File: src/rtl/vsp_pkg.sv
package vsp_pkg;
  typedef struct packed {
    logic hs_n;
    logic vs_n;
    logic bl_n;
  } vctl_t;

  localparam vctl_t VCTL_IDLE = '{hs_n: 1'b1, vs_n: 1'b1, bl_n: 1'b1};
endpackage

File: src/rtl/sync_delay_line.sv
module sync_delay_line
  import vsp_pkg::*;
#(
  parameter int DEPTH = 3
) (
  input  logic  clk,
  input  logic  rst_n,
  input  vctl_t din,
  output vctl_t dout
);
  vctl_t stg [DEPTH];

  for (genvar i = 0; i < DEPTH; i++) begin : g_stage
    if (i == 0) begin : g_head
      always_ff @(posedge clk or negedge rst_n) begin
        if (!rst_n) stg[0] <= VCTL_IDLE;
        else        stg[0] <= din;
      end
    end else begin : g_body
      always_ff @(posedge clk or negedge rst_n) begin
        if (!rst_n) stg[i] <= VCTL_IDLE;
        else        stg[i] <= stg[i-1];
      end
    end
  end

  assign dout = stg[DEPTH-1];
endmodule

File: src/rtl/sync_polarity.sv
module sync_polarity (
  input  logic clk,
  input  logic rst_n,
  input  logic sync_dly_n,
  input  logic normal_mode,
  input  logic keep_pol,
  output logic sync_q
);
  logic invert;

  assign invert = normal_mode & ~keep_pol;
  assign sync_q = sync_dly_n ^ invert;


  bypass_in_passthru_chk: assert property (@(posedge clk) disable iff (!rst_n)
    !normal_mode |-> (sync_q == sync_dly_n));

  invert_in_normal_chk: assert property (@(posedge clk) disable iff (!rst_n)
    (normal_mode && !keep_pol) |-> (sync_q != sync_dly_n));
endmodule

File: src/rtl/sync_align.sv
module sync_align
  import vsp_pkg::*;
#(
  parameter int DEPTH = 3
) (
  input  logic clk,
  input  logic rst_n,
  input  logic hsync_n,
  input  logic vsync_n,
  input  logic blank_n,
  input  logic normal_mode,
  input  logic hpol,
  input  logic vpol,
  output logic hsync_dly_n,
  output logic vsync_dly_n,
  output logic blank_dly_n,
  output logic hsync_out,
  output logic vsync_out,
  output logic mux_sel,
  output logic sync_off
);
  localparam int CW = $clog2(DEPTH + 1) + 1;

  vctl_t ctl_in, ctl_dly;

  assign ctl_in = '{hs_n: hsync_n, vs_n: vsync_n, bl_n: blank_n};

  sync_delay_line #(.DEPTH(DEPTH)) u_dly (
    .clk  (clk),
    .rst_n(rst_n),
    .din  (ctl_in),
    .dout (ctl_dly)
  );

  assign hsync_dly_n = ctl_dly.hs_n;
  assign vsync_dly_n = ctl_dly.vs_n;
  assign blank_dly_n = ctl_dly.bl_n;

  sync_polarity u_hpol (
    .clk        (clk),
    .rst_n      (rst_n),
    .sync_dly_n (ctl_dly.hs_n),
    .normal_mode(normal_mode),
    .keep_pol   (hpol),
    .sync_q     (hsync_out)
  );

  sync_polarity u_vpol (
    .clk        (clk),
    .rst_n      (rst_n),
    .sync_dly_n (ctl_dly.vs_n),
    .normal_mode(normal_mode),
    .keep_pol   (vpol),
    .sync_q     (vsync_out)
  );

  assign mux_sel  = normal_mode;
  assign sync_off = ~(ctl_dly.hs_n & ctl_dly.vs_n);

  // Edges since reset release, saturating at DEPTH; used only by checks.
  logic [CW-1:0] fill_cnt;
  always_ff @(posedge clk or negedge rst_n) begin
    if (!rst_n)                         fill_cnt <= '0;
    else if (fill_cnt != CW'(DEPTH))    fill_cnt <= fill_cnt + 1'b1;
  end


  idle_during_fill_chk: assert property (@(posedge clk) disable iff (!rst_n)
    (fill_cnt != CW'(DEPTH)) |-> (hsync_dly_n && vsync_dly_n && blank_dly_n));

  keep_in_normal_chk: assert property (@(posedge clk) disable iff (!rst_n)
    (normal_mode && hpol) |-> (hsync_out == hsync_dly_n));

  off_while_unblanked_chk: assert property (@(posedge clk) disable iff (!rst_n)
    (blank_dly_n && !(hsync_dly_n && vsync_dly_n)) |-> sync_off);

  on_when_syncs_idle_chk: assert property (@(posedge clk) disable iff (!rst_n)
    (hsync_dly_n && vsync_dly_n) |-> !sync_off);
endmodule

File: config.mk
export PLATFORM = sky130hd
export DESIGN_NAME = sync_align
export DESIGN_NICKNAME = d
export VERILOG_FILES = /design/src/rtl/vsp_pkg.sv /design/src/rtl/sync_delay_line.sv /design/src/rtl/sync_polarity.sv /design/src/rtl/sync_align.sv
export SDC_FILE = /design/constraint.sdc
export NUM_CORES = 1
export LEC_CHECK = 0
export CORE_AREA = 4 4 41 43
export DETAILED_ROUTE_END_ITERATION = 16
export DIE_AREA = 0 0 45 47
export DONT_BUFFER_PORTS = 1
export PLACE_DENSITY = 0.3
export SYNTH_ARGS = -nofsm -noshare
export SYNTH_HDL_FRONTEND = slang
export SYNTH_SLANG_ARGS = --single-unit
File: constraint.sdc
create_clock -name clk -period 1 [get_ports clk]
set_input_delay 0.25 -clock clk [delete_from_list [all_inputs] [get_ports clk]]
set_output_delay 0.25 -clock clk [all_outputs]
set_load 0.01 [all_outputs]
## Word-level counts from Yosys, hierarchy flattened

Index checks and enable logic that the tools add are counted.

- Bitwise operators: 8

Operators by type and width:

| cell | number |
|---|---|
| $and A1 B1 Y1 | 3 |
| $not A1 Y1 | 3 |
| $xor A1 B1 Y1 | 2 |

- Flip-flop bits (word level): 9
- Input port bits: 8
- Output and inout port bits: 7
- Logic and storage cells: 17

## Logic depth before layout (Yosys ltp)

- Word-level depth: 3
- Mapped depth: 2
- Mapped depth without buffers: 2

## By module

A second synthesis with hierarchy kept.

- Cell total of the unflattened synthesis: 18
- Area, all modules: 330.3 µm²

By module, submodules not included:

| module | instances | cells each | area each (µm²) | sequential area each (µm²) |
|---|---|---|---|---|
| sync_delay_line | 1 | 12 | 259.0 | 236.5 |
| sync_polarity | 2 | 2 | 30.0 | 0.0 |
| sync_align | 1 | 2 | 11.3 | 0.0 |

## Worst setup path before layout

OpenSTA, ideal clock, no wires.

- Path kind: register -> output
- From: register u_dly.stg, in the netlist u_dly.dout[2]
- To: output hsync_out
- Arrival: 720 ps
- Setup slack: 30 ps
- Stages on the path, launching flop included: 2
- Path buffers: 0
- Cell sequence: dfstp_2 -> xnor2_1

- Word-level cells in the longest chain between the ends: 1

RTL lines:

| item | line | RTL |
|---|---|---|
| from (decl) | sync_delay_line.sv:11 | `vctl_t stg [DEPTH];` |
| from (signal, indexed assignment) | sync_delay_line.sv:22 | `else stg[i] <= stg[i-1];` |
| $xor A1 B1 Y1 | sync_polarity.sv:12 | `assign sync_q = sync_dly_n ^ invert;` |
| to (decl) | sync_align.sv:17 | `output logic hsync_out,` |

Every way passes these cells.

## Final worst setup path

- From: register u_dly.stg, in the netlist u_dly.dout[1]
- To: output vsync_out

- Word-level cells in the longest chain between the ends: 1

RTL lines:

| item | line | RTL |
|---|---|---|
| $xor A1 B1 Y1 | sync_polarity.sv:12 |  |
| to (decl) | sync_align.sv:18 | `output logic vsync_out,` |

Every way passes these cells.

==> summary.md <==
| Metric | Value |
|---|---|
| Slowest-stage cell, CP | `dfstp_2` |
| CTS root buffer | `clkbuf_4` |
| Post-DP HPWL | `270.8 µm` |
| Area occupied by multi-input gates | `48.80 µm²` |
| Maximum fanout along the worst path | `3` |
| DRT antenna net count | `0` |
| Largest net degree at the start of global routing | `10` |
| Final WS setup | `-200.3 ps` |
| Routed length on met1 | `136 µm` |
| Vias in the first global route | `150` |
| Worst Hold Slack | `350.3 ps` |
| Critical Path Sink Type | `output pin` |
| Clock latency on the worst-skew pair | `250 ps` |
| Total CTS buffers | `3` |
| Port bufs | `0` |
| Delay-heaviest family, CP | `flip-flops` |
| Die Height | `47 µm` |
| Sequential Area | `236.5 µm²` |
| Commonest non-fill, non-tap cell in the layout | `dfstp_2` |
| Synthesized instance count | `15` |
| CP Data Arrival Time | `950 ps` |
| FF-to-FF End | `u_dly.stg[3]` |
| Crit path required time | `750 ps` |
| DRC viols | `0` |
| CTS clk-pin slew, worst paths | `60 ps` |
| Cell taking the most area after synthesis | `dfstp_2` |
| Sequential share of the synthesized area | `85.14%` |
| Max rail drop VDD | `0.7483 mV` |
| Starting Density | `21.35%` |
| Initial DRT Pass Iterations | `1` |
| Gpl congestion | `0.5682` |
| WP depth | `1` |
| First-pass GRT wire length | `545 µm` |
| Postcts setup bufs | `0` |
| WL met3 | `65 µm` |
| Routed vias/inst | `3.667` |
| Most frequent cells in the layout | `9 x dfstp_2, 4 x dlygate4sd3_1, 3 x clkbuf_4` |
| WL/cell | `9.949 µm` |
| Relative slew margins | `73.91%` |
| Layout cell share with drive strength beyond 1 | `66.67%` |
| RSZ-0062 raised after global routing | `true` |
| Cell Area, Synth | `277.8 µm²` |
| Total Wirelength | `388 µm` |
| Final setup TNS | `-988.6 ps` |
| Initial antenna violation count | `0` |
| DR vias | `143` |
| Fmax | `833.1 MHz` |
| Minimum clock period | `1200 ps` |
| FF-to-FF setup slack | `440 ps` |
| Worst hold stages | `0` |
| Critical path startpoint | `u_dly.dout[1]` |
| H-tree depth | `1` |
| Row count | `13` |
| Highest metal used | `met4` |
| Die area | `0.002115 mm²` |
| Max clock buf depth | `2` |
| Fin Clk Skew | `4.573 ps` |
| Nets@finish | `33` |
| Core outline area | `0.001301 mm²` |
| Pre-CTS WS | `44.71 ps` |
| Max-cap violation count | `0` |
| First DRT Iteration DRCs | `0` |
| Cells along the critical path | `xnor2_2` |
| Antenna cells | `0` |
| Period utilization | `120.0%` |
| Final-report setup violation count | `6` |
| Met2 WL | `182 µm` |
| Syn. warnings | `0` |
| Area Overhead vs Synth | `38.74%` |
| Synthesis-stage register bit count | `9` |
| Worst r2r src | `u_dly.stg[6]` |
| Synth Net Count | `23` |
| Pleak | `0.1592 nW` |
| Post-synth cell types | `5` |
| Startpoint Class | `flop` |
| Grt total ovfl | `0` |
| Crit path largest cell delay | `560 ps` |
| DIE WIDTH | `45 µm` |
| CP bufs+invs | `0` |
| GRT Resource Usage Total | `4.469%` |
| Min-Delay Path Class | `flop to flop` |
| Final hold vios | `0` |
| Critical setup path kind | `flop to output pin` |
| Worst Tran Pin Value | `390.1 ps` |
| Clk sink count | `9` |
| Pwr dens | `1892 mW/mm²` |
| Yosys top cell area share | `85.14%` |
| CTS tree | `yes` |
| # fillers | `140` |
| IO Pins | `15` |
| Worst R2R Path Depth | `0` |
| Max Slew Vio Count | `0` |
| Violated checks | `negative setup slack` |
| Crit path to | `vsync_out` |
| Dominant cells by area after synthesis | `dfstp_2 85%, xnor2_1 6.3%, nand2b_1 4.5%` |
| Avg Synthesized Cell Area | `18.52 µm²` |
| Status | `complete, but fails checks` |
cells by family (layout without fill, tap and decap cells):
group | after synthesis | after routing | share of synthesized area, %
XOR/XNOR | 2 | 2 | 6.307
buffers and inverters | 1 | 10 | 2.704
flip-flops | 9 | 9 | 85.14
AND/OR/NAND/NOR | 3 | 3 | 5.854
flip-flops by register name, indices dropped and copies added, names as in the netlist:
name / flops
u_dly.stg: 6
u_dly.dout: 3
routing by layer:
metal | global-route usage, % | vias up
met3 | 3.831 | 2
li1 | - | 62
met5 | 0 | -
met2 | 5.650 | 14
met4 | 7.018 | 0
met1 | 3.279 | 65
timing repair:
| item | CTS | global route |
|---|---|---|
| resized for setup | 2 | 0 |
| endpoints found under the hold margin | 12 | 0 |
| hold buffers | 4 | 0 |
| setup endpoints to repair | 6 | 6 |
| pin swaps | 2 | 0 |
cell usage after synthesis:
| master | instances |
|---|---|
| buf_4 | 1 |
| dfstp_2 | 9 |
| nand2_1 | 1 |
| nand2b_1 | 2 |
| xnor2_1 | 2 |
area by class of cell:
cell class,instances,area share (%)
clock buffers,4,6.818
multi-input cells,5,12.66
flip-flops and latches,9,61.36
well taps,15,4.870
repair buffers,6,14.29
how the worst min path moves through the flow:
stage | from | to | slack [ps]
2_1_floorplan | rst_n | u_dly.dout[0] | 100
3_3_place_gp | rst_n | u_dly.stg[6] | 100
3_5_place_dp | rst_n | u_dly.stg[7] | 100
4_1_cts | u_dly.stg[7] | u_dly.stg[4] | 360
5_1_grt | u_dly.stg[5] | u_dly.dout[2] | 360
6_report | u_dly.stg[4] | u_dly.dout[1] | 350
where the power goes:
part | switching [mW] | leakage (nW) | internal [mW]
clock | 0.118 | 0.0150 | 0.153
combinational | 0.0231 | 0.0496 | 0.0279
sequential | 0.00965 | 0.0946 | 0.398
total | 0.151 | 0.159 | 0.579
metrics by stage:
step / utilization (%) / instance area (µm²) / instances / power [mW]
finish: 29.62 / 385.4 / 39 / 0.7293
global route: 29.62 / 385.4 / 39 / 0.7658
CTS: 29.62 / 385.4 / 39 / 0.7454
detailed placement: 23.37 / 304.0 / 31 / 0.4392
global placement: 23.37 / 304.0 / 31 / 0.4388
floorplan: - / 277.8 / 15 / 0.4340
Note: power is estimated with default switching activity, not from simulation.
